### src/rtl/bev_pkg.sv
package bev_pkg;
  localparam int OP_W   = 7;
  localparam int LANES  = 3;
  localparam int LANE_W = 32;
  localparam int SEL_W  = 2;

  localparam logic [OP_W-1:0] OP_RETURN = 7'h40;
  localparam logic [OP_W-1:0] OP_JUMP   = 7'h58;

  typedef enum logic [2:0] {
    REL_GT = 3'd0,
    REL_LT = 3'd1,
    REL_EQ = 3'd2,
    REL_NE = 3'd3,
    REL_GE = 3'd4,
    REL_LE = 3'd5
  } rel_e;

  typedef enum logic [1:0] {
    KIND_NONE = 2'd0,
    KIND_COND = 2'd1,
    KIND_JUMP = 2'd2,
    KIND_RET  = 2'd3
  } kind_e;
endpackage

### src/rtl/bev_decode.sv
module bev_decode
  import bev_pkg::*;
(
  input  logic [OP_W-1:0]  op,
  output kind_e            kind,
  output logic [SEL_W-1:0] lane_sel,
  output rel_e             rel
);
  logic fam_ok;
  logic rel_ok;

  always_comb begin
    fam_ok   = (op[6:5] == 2'b00) && (op[4:3] != 2'b00);
    rel_ok   = (op[2:0] <= 3'd5);
    lane_sel = SEL_W'(op[4:3] - 2'd1);
    rel      = rel_e'(op[2:0]);
    if (op == OP_RETURN)        kind = KIND_RET;
    else if (op == OP_JUMP)     kind = KIND_JUMP;
    else if (fam_ok && rel_ok)  kind = KIND_COND;
    else                        kind = KIND_NONE;
  end
endmodule

### src/rtl/bev_compare.sv
module bev_compare
  import bev_pkg::*;
#(
  parameter int N_LANE  = LANES,
  parameter int W_LANE  = LANE_W,
  parameter int W_SEL   = SEL_W,
  localparam int VEC_W  = N_LANE * W_LANE
) (
  input  logic [VEC_W-1:0] a,
  input  logic [VEC_W-1:0] b,
  input  logic [W_SEL-1:0] sel,
  input  rel_e             rel,
  output logic             hit
);
  logic signed [W_LANE-1:0] a_lane [N_LANE];
  logic signed [W_LANE-1:0] b_lane [N_LANE];
  logic signed [W_LANE-1:0] sa;
  logic signed [W_LANE-1:0] sb;
  logic gt, lt, eq;

  for (genvar g = 0; g < N_LANE; g++) begin : g_lane
    assign a_lane[g] = a[g*W_LANE +: W_LANE];
    assign b_lane[g] = b[g*W_LANE +: W_LANE];
  end

  always_comb begin
    sa = a_lane[0];
    sb = b_lane[0];
    for (int i = 0; i < N_LANE; i++) begin
      if (W_SEL'(i) == sel) begin
        sa = a_lane[i];
        sb = b_lane[i];
      end
    end
    gt = (sa > sb);
    lt = (sa < sb);
    eq = (sa == sb);
    case (rel)
      REL_GT:  hit = gt;
      REL_LT:  hit = lt;
      REL_EQ:  hit = eq;
      REL_NE:  hit = !eq;
      REL_GE:  hit = gt || eq;
      REL_LE:  hit = lt || eq;
      default: hit = 1'b0;
    endcase
  end
endmodule

### src/rtl/bev_retaddr.sv
module bev_retaddr #(
  parameter int W_PC = 16
) (
  input  logic            clk,
  input  logic            rst_n,
  input  logic            call_i,
  input  logic [W_PC-1:0] pc_i,
  output logic [W_PC-1:0] ret_q,
  output logic            rst_ok
);
  logic [1:0]      sync_q;
  logic [W_PC-1:0] ret_d;

  always_ff @(posedge clk or negedge rst_n) begin
    if (!rst_n) sync_q <= 2'b00;
    else        sync_q <= {sync_q[0], 1'b1};
  end
  assign rst_ok = sync_q[1];

  always_comb begin
    ret_d = ret_q;
    if (call_i) ret_d = pc_i + 1'b1;
  end

  always_ff @(posedge clk or negedge rst_ok) begin
    if (!rst_ok) ret_q <= '0;
    else         ret_q <= ret_d;
  end

  // a call strobe saves the incremented pc for the next cycle
  p_call_capture_r8: assert property (@(posedge clk) disable iff (!rst_ok)
    call_i |=> (ret_q == W_PC'($past(pc_i) + 1'b1)));
  // without a call the saved address holds
  p_ret_hold_r8: assert property (@(posedge clk) disable iff (!rst_ok)
    !call_i |=> $stable(ret_q));
endmodule

### src/rtl/bev_branch_unit.sv
module bev_branch_unit
  import bev_pkg::*;
#(
  parameter int PC_W   = 16,
  parameter int N_LANE = LANES,
  parameter int W_LANE = LANE_W,
  localparam int VEC_W = N_LANE * W_LANE
) (
  input  logic             clk,
  input  logic             rst_n,
  input  logic [OP_W-1:0]  op_i,
  input  logic [VEC_W-1:0] src_a_i,
  input  logic [VEC_W-1:0] src_b_i,
  input  logic [PC_W-1:0]  dst_i,
  input  logic [PC_W-1:0]  pc_i,
  input  logic             call_i,
  output logic             taken_o,
  output logic [PC_W-1:0]  next_pc_o
);
  kind_e            kind;
  logic [SEL_W-1:0] lane_sel;
  rel_e             rel;
  logic             hit;
  logic [PC_W-1:0]  ret_q;
  logic             rst_ok;
  logic [PC_W-1:0]  pc_inc;

  bev_decode u_decode (
    .op       (op_i),
    .kind     (kind),
    .lane_sel (lane_sel),
    .rel      (rel)
  );

  bev_compare #(.N_LANE(N_LANE), .W_LANE(W_LANE), .W_SEL(SEL_W)) u_compare (
    .a   (src_a_i),
    .b   (src_b_i),
    .sel (lane_sel),
    .rel (rel),
    .hit (hit)
  );

  bev_retaddr #(.W_PC(PC_W)) u_ret (
    .clk    (clk),
    .rst_n  (rst_n),
    .call_i (call_i),
    .pc_i   (pc_i),
    .ret_q  (ret_q),
    .rst_ok (rst_ok)
  );

  always_comb begin
    pc_inc    = pc_i + 1'b1;
    taken_o   = 1'b0;
    next_pc_o = pc_inc;
    case (kind)
      KIND_COND: if (hit) begin
        taken_o   = 1'b1;
        next_pc_o = dst_i;
      end
      KIND_JUMP: begin
        taken_o   = 1'b1;
        next_pc_o = dst_i;
      end
      KIND_RET: begin
        taken_o   = 1'b1;
        next_pc_o = ret_q;
      end
      default: ;
    endcase
  end

  // non-jump codes in the lower half never branch
  p_nonjump_quiet_r3: assert property (@(posedge clk) disable iff (!rst_ok)
    ((op_i[6] == 1'b0) && (op_i[5] || (op_i[4:3] == 2'b00) || (op_i[2:0] > 3'd5)))
      |-> !taken_o);
  // fall-through always advances by one
  p_fallthrough_r5: assert property (@(posedge clk) disable iff (!rst_ok)
    !taken_o |-> (next_pc_o == PC_W'(pc_i + 1'b1)));
  // unconditional jump lands on the destination field
  p_jump_target_r6: assert property (@(posedge clk) disable iff (!rst_ok)
    (op_i == OP_JUMP) |-> (taken_o && (next_pc_o == dst_i)));
  // upper-half codes other than jump and return never branch
  p_typeii_quiet_r10: assert property (@(posedge clk) disable iff (!rst_ok)
    (op_i[6] && (op_i != OP_JUMP) && (op_i != OP_RETURN)) |-> !taken_o);
endmodule

### config.mk
export PLATFORM = sky130hd
export DESIGN_NAME = bev_branch_unit
export DESIGN_NICKNAME = d
export VERILOG_FILES = /design/src/rtl/bev_pkg.sv /design/src/rtl/bev_decode.sv /design/src/rtl/bev_compare.sv /design/src/rtl/bev_retaddr.sv /design/src/rtl/bev_branch_unit.sv
export SDC_FILE = /design/constraint.sdc
export NUM_CORES = 1
export LEC_CHECK = 0
export ABC_CLOCK_PERIOD_IN_PS = 9900
export BUFFER_PORTS_ARGS = -buffer_cell sky130_fd_sc_hd__buf_2
export CAP_MARGIN = 10
export CORE_ASPECT_RATIO = 0.75
export CORE_MARGIN = 2
export CORE_UTILIZATION = 47
export CTS_BUF_LIST = sky130_fd_sc_hd__clkbuf_2 sky130_fd_sc_hd__clkbuf_4 sky130_fd_sc_hd__clkbuf_8
export DETAILED_ROUTE_END_ITERATION = 12
export GPL_TIMING_DRIVEN = 0
export PLACE_DENSITY = 0.88
export SLEW_MARGIN = 30
export SYNTH_ARGS = -nofsm -noshare
export SYNTH_HDL_FRONTEND = slang
export SYNTH_HIERARCHICAL = 1
export SYNTH_SLANG_ARGS = --single-unit
### constraint.sdc
create_clock -name clk -period 9.9 [get_ports clk]
set_input_delay 2.97 -clock clk [delete_from_list [all_inputs] [get_ports clk]]
set_output_delay 2.97 -clock clk [all_outputs]
set_load 0.01 [all_outputs]
; Yosys cells after proc, flatten, opt, wreduce, memory -nomap -nowiden
; Cells that the tools add are included.
[word_totals]
inputBits = 234
word_cells = 41
ff_bits = 18
[op_classes]
eq_ne = 13
n_lt_le_gt_ge = 3
mux = 12
n_reduce_logical = 9
addsub = 2
[op_table]
columns = cell, n
row1 = two-way mux 32 bit, 4
row2 = one-hot mux 16 bit (3 select lines), 1
row3 = == test 32 bit, 1
row4 = greater-than comparator 32 bit, 1
row5 = < comparator 32 bit, 1
row6 = adder 16 x 1 -> 16 bit (second input constant), 1
row7 = two-way mux 16 bit, 1
row8 = == test 7 bit (second input constant), 2
row9 = == test 3 x 2 -> 1 bit (second input constant), 2
row10 = == test 3 bit (second input constant), 2
row11 = one-hot mux 1 bit (6 select lines), 1
row12 = == test 2 bit (second input constant), 2
row13 = two-way mux 2 bit, 2
row14 = == test 3 x 1 -> 1 bit (second input constant), 1
row15 = <= comparator 3 bit (second input constant), 1
row16 = zero test 3 bit, 1
row17 = == test 1 x 2 -> 1 bit (first input constant), 1
row18 = == test 2 x 1 -> 1 bit (second input constant), 1
row19 = == test 2 bit (first input constant), 1
row20 = logical AND 1 bit, 2
row21 = zero test 2 bit, 1
row22 = logical OR 1 bit, 2
row23 = two-way mux 1 bit, 2
row24 = one-hot mux 1 bit (2 select lines), 1
row25 = other kinds (4), 4

; Depth between registers and ports, before layout
[depth]
word_depth = 9
ltp_mapped = 19
depth_no_buf = 16

; Modules after synthesis
; Netlist, hierarchy kept.
[by_module_without_submodules]
columns = module, cells_each, area_per_inst_um2, n_inst, seq_area_each_um2
row1 = bev_compare, 378, 2832.7, 1, 0.0
row2 = bev_retaddr, 93, 928.4, 1, 450.4
row3 = bev_branch_unit, 96, 698.2, 1, 0.0
row4 = bev_decode, 13, 111.4, 1, 0.0

; Worst setup path before layout
; OpenSTA, ideal clock, no wires.
[synth_timing]
path_type = in2out
startpoint = input op_i[3]
endpoint = output next_pc_o[11]
required_ns = 6.930
stages = 18
arrival_ns = 6.219
slack_ns = 0.711
path_cell_list = inv_1 ha_1 inv_1 clkbuf_1 buf_1 a21oi_1 ha_1 a21oi_1 nand2_1 a21o_1 o41ai_1 a31o_1 mux2_4 nor2b_1 buf_2 a22o_1 a22oi_1 o21ai_2
[synth_via]
elab_chain_len = 9
word_cells_on_any_way = 27
classes_between = add/sub: 1 / order compare: 2 / eq/ne: 8 / mux: 10 / reduce/logical: 6
[synth_rtl]
columns = item, line_no
row1 = from (decl), bev_branch_unit.sv:11  ; input logic [OP_W-1:0] op_i,
row2 = subtractor 2 x 1 -> 2 bit *, bev_decode.sv:15  ; lane_sel = SEL_W'(op[4:3] - 2'd1);
row3 = via lane_sel[1], bev_branch_unit.sv:21  ; logic [SEL_W-1:0] lane_sel;
row4 = == test 1 x 2 -> 1 bit, bev_compare.sv:30  ; if (W_SEL'(i) == sel) begin
row5 = two-way mux 32 bit (2 in a row), bev_compare.sv:30
row6 = < comparator 32 bit (tied with other cells), bev_compare.sv:36  ; lt = (sa < sb);
row7 = logical OR 1 bit (tied with other cells), bev_compare.sv:44  ; REL_LE: hit = lt || eq;
row8 = one-hot mux 1 bit (6 select lines) *, bev_compare.sv:38  ; case (rel)
row9 = via hit, bev_branch_unit.sv:23  ; logic hit;
row10 = two-way mux 16 bit *, bev_branch_unit.sv:57  ; KIND_COND: if (hit) begin
row11 = one-hot mux 16 bit (3 select lines) *, bev_branch_unit.sv:56  ; case (kind)
row12 = to (decl), bev_branch_unit.sv:18  ; output logic [PC_W-1:0] next_pc_o
; Mark *: on every way through the listed nets, which the timed path passes. The rest lies on a longest branch.

; Worst setup path in the final report
[layout_timing]
startpoint = input op_i[3]
endpoint = output next_pc_o[8]
; Same word-level chain as after synthesis.

==> results.sh <==
export IMPL_status="finished clean"
export IMPL_holdWs_ns=0.2841
export IMPL_antenna_found_initial=0
export IMPL_syn_inst=580
export IMPL_grtUsageTotal=0.3028
export IMPL_timing_final_ws_setup_ns=0.1034
export IMPL_post_place_ws_ns=-0.3083
export IMPL_fin_tns_setup_ns=0
export IMPL_max_slew_margin=0.5420
export IMPL_start_kind="input port"
export IMPL_arrival_ns=6.83
export IMPL_start_util=0.4790
export IMPL_drive_gt1_frac=0.4402
export IMPL_fin_area_um2=6267
export IMPL_fillers=866
export IMPL_wl_per_cell_um=17.47
export IMPL_grt_max_degree=17
export IMPL_insertion_delay_ns=0.26
export IMPL_cap_violations=0
export IMPL_setup_viol=0
export IMPL_grt_pass1_wl_um=25900
export IMPL_placed_area_um2=5987
export IMPL_power_leakage_nw=3.036
export IMPL_path_clk_slew_ns=0.07
export IMPL_first_global_vias=5244
export IMPL_cts_tree="yes"
export IMPL_tightest_slew_ns=0.6870
export IMPL_skew_ns=0.002837
export IMPL_worstSetupEndpointType="output port"
export IMPL_clock_sinks=18
export IMPL_htreeDepth=1
export IMPL_cts_buffers=3
export IMPL_coreArea_um2=9542
export IMPL_fmax_mhz=102.1
export IMPL_cts_hold_fix_buffers=0
export IMPL_synth_warnings=6
export IMPL_die_w_um=117.9
export IMPL_worstSetupPathType="in -> out"
export IMPL_syn_mean_instance_area_um2=7.880
export IMPL_ys_seq_area_frac=0.09855
export IMPL_ant_nets=0
export IMPL_clockRootBuffer="clkbuf_8"
export IMPL_dp_final_hpwl_um=13790
export IMPL_grt_overflow=0
export IMPL_die_area_um2=10540
export IMPL_period_share=0.9896
export IMPL_crit_required_ns=6.93
export IMPL_chipHeight_um=89.40
export IMPL_finalMaxSlewViolations=0
export IMPL_area_delta_synth_final_pct=37.12
export IMPL_synth_seq_cells=18
export IMPL_drtPass1Iterations=5
export IMPL_viasPerCell=5.855
export IMPL_synth_cell_types=53
export IMPL_diodes=0
export IMPL_fin_crit_ns=9.797
export IMPL_netlist_area_um2=4571
export IMPL_syn_num_nets=850
export IMPL_hold_violations=0
export IMPL_cp_max_fo=10
export IMPL_gp_congestion=0.9569
export IMPL_port_buffers=250
export IMPL_clk_path_buf_depth=2
export IMPL_ioPinCount=251
export IMPL_ir_drop_mv=0.06333
export IMPL_p_per_area_nw_per_um2=76.23
export IMPL_drtIter0Drc=436
export IMPL_min_delay_path_class="reg -> async"
export IMPL_rows=31
export IMPL_fin_nets=1107
export IMPL_via_count=5668
export IMPL_routed_wl_um=16910
export IMPL_total_power_w=0.0004777
export IMPL_drc=0
[flip-flops by register name, summed over array words and instances (netlist names)]
register and cells:
u_ret/sync_q 2, u_ret/ret_q 16
[cell families after synthesis]
kind of cell	synth area share
AOI/OAI and AO/OA	0.2466
xor gates and xnor gates	0.05749
adders and majority gates	0.09855
buffers and inverters	0.05831
DFF	0.09855
muxes	0.2291
other	0.0008205
and+or+nand+nor	0.2105
[timing repair]
item,CTS,global route
setup buffers,0,2
pin swaps,2,8
cloned,0,0
gates resized for setup,19,76
setup endpoints to repair,17,17
[layer usage]
metal  track usage  part of all wire  vias up
met5             0                 0        -
met4        0.1051             0.029        0
met3       0.05293             0.085       52
met2        0.4889              0.44      292
met1        0.4129              0.44     2630
li1              -                 -     2694
[worst max-delay path: stages]
cell       delay, ns
buf_2           0.11
inv_1           0.07
buf_4           0.16
buf_6           0.14
buf_8           0.15
clkbuf_2        0.21
a211oi_1        0.32
a21oi_1         0.08
ha_1            0.31
nand4_1         0.09
buf_4           0.17
a2111oi_4       0.36
o41ai_2         0.11
a31o_1          0.27
mux2_4          0.33
nor2b_1         0.14
clkbuf_4        0.20
a22o_1          0.20
a22oi_1         0.20
o21ai_2         0.08
buf_2           0.14
[cell usage in the layout, fill, tap and decap left out, types with 4 or more instances in the layout]
master      n
clkbuf_4   10
o21ai_1    14
a21oi_1    58
clkbuf_2    8
dfrtp_1    18
a211oi_1   29
nor4_2      5
nor2b_1    35
xor2_1     15
a22o_1      8
ha_1       36
inv_1       8
and4_1      5
nand3_1    11
nand4_1    12
a21o_1      6
xnor2_1    15
buf_4      12
nor2_1     21
nor3_1      4
o21ai_0    30
o21ai_2     4
mux2_2     33
nand4_4     5
mux2i_1    65
nand2_1    45
buf_2     256
a211oi_2    5
buf_6       7
clkbuf_8    4
a22oi_1    14
[per-stage QoR]
step,instances,utilization
final,968,0.6568
after global routing,968,0.6568
after CTS,966,0.6368
after detailed placement,962,0.6275
after global placement,962,0.6275
after floorplan,580,-
[layout make-up]
| type | count | area, um2 | share of cell area |
|---|---|---|---|
| plain buffers | 46 | 340.3 | 0.05430 |
| repair buffers | 252 | 1266 | 0.2020 |
| multi-input cells | 507 | 3956 | 0.6313 |
| flip-flops and latches | 18 | 450.4 | 0.07187 |
| well taps | 132 | 165.2 | 0.02635 |
| clock buffers | 4 | 55.05 | 0.008784 |
| inverters | 9 | 33.78 | 0.005390 |
[report_power, final]
| part | total [W] | switching [W] | internal [W] |
|---|---|---|---|
| combinational | 0.000331 | 0.000179 | 0.000152 |
| sequential | 0.0000859 | 0.00000542 | 0.0000805 |
| clock | 0.0000611 | 0.0000257 | 0.0000354 |
| total | 0.000478 | 0.000210 | 0.000267 |
[path summary, 6_finish.rpt]
| path | endpoint | depth (start not counted) | slack, ns | start |
|---|---|---|---|---|
| min reg2reg | u_ret/ret_q[7]$_DFFE_PN0P_ | 0 | 0.28 | u_ret/sync_q[1]$_DFF_PN0_ |
| max reg2reg | u_ret/ret_q[1]$_DFFE_PN0P_ | 1 | 9.16 | u_ret/ret_q[1]$_DFFE_PN0P_ |
| max | next_pc_o[8] | 21 | 0.10 | op_i[3] |
| max in group asynchronous | u_ret/sync_q[0]$_DFF_PN0_ | 1 | 7.32 | rst_n |
| min | u_ret/ret_q[7]$_DFFE_PN0P_ | 0 | 0.28 | u_ret/sync_q[1]$_DFF_PN0_ |
| min in group clk | u_ret/sync_q[1]$_DFF_PN0_ | 0 | 0.35 | u_ret/sync_q[0]$_DFF_PN0_ |
[cell usage after synthesis, drive strengths merged]
cell type | instances | share of area
a22oi | 15 | 0.025
ha | 36 | 0.099
o22ai | 1 | 0.0014
a21o | 6 | 0.0099
nor3 | 4 | 0.0044
mux2 | 34 | 0.085
clkbuf | 20 | 0.016
and4 | 5 | 0.0096
o211ai | 2 | 0.0033
a31o | 1 | 0.0019
buf | 26 | 0.034
nand2 | 46 | 0.038
o21ai | 48 | 0.056
nand4 | 18 | 0.037
nor2b | 35 | 0.048
nor2 | 22 | 0.019
mux2i | 66 | 0.14
a221o | 2 | 0.0044
and3 | 2 | 0.0027
a211oi | 34 | 0.056
or2b | 1 | 0.0016
nand3b | 1 | 0.0016
inv | 9 | 0.0074
a21oi | 59 | 0.065
a2111oi | 2 | 0.0052
dfrtp | 18 | 0.099
o41ai | 1 | 0.0019
nor4 | 8 | 0.022
xnor2 | 15 | 0.029
nor3b | 1 | 0.0027
conb | 1 | 0.00082
o21bai | 1 | 0.0016
a22o | 8 | 0.015
xor2 | 15 | 0.029
and2 | 3 | 0.0041
nand3 | 13 | 0.016
nor4b | 1 | 0.0033
Power figures use the tool's default switching activity.
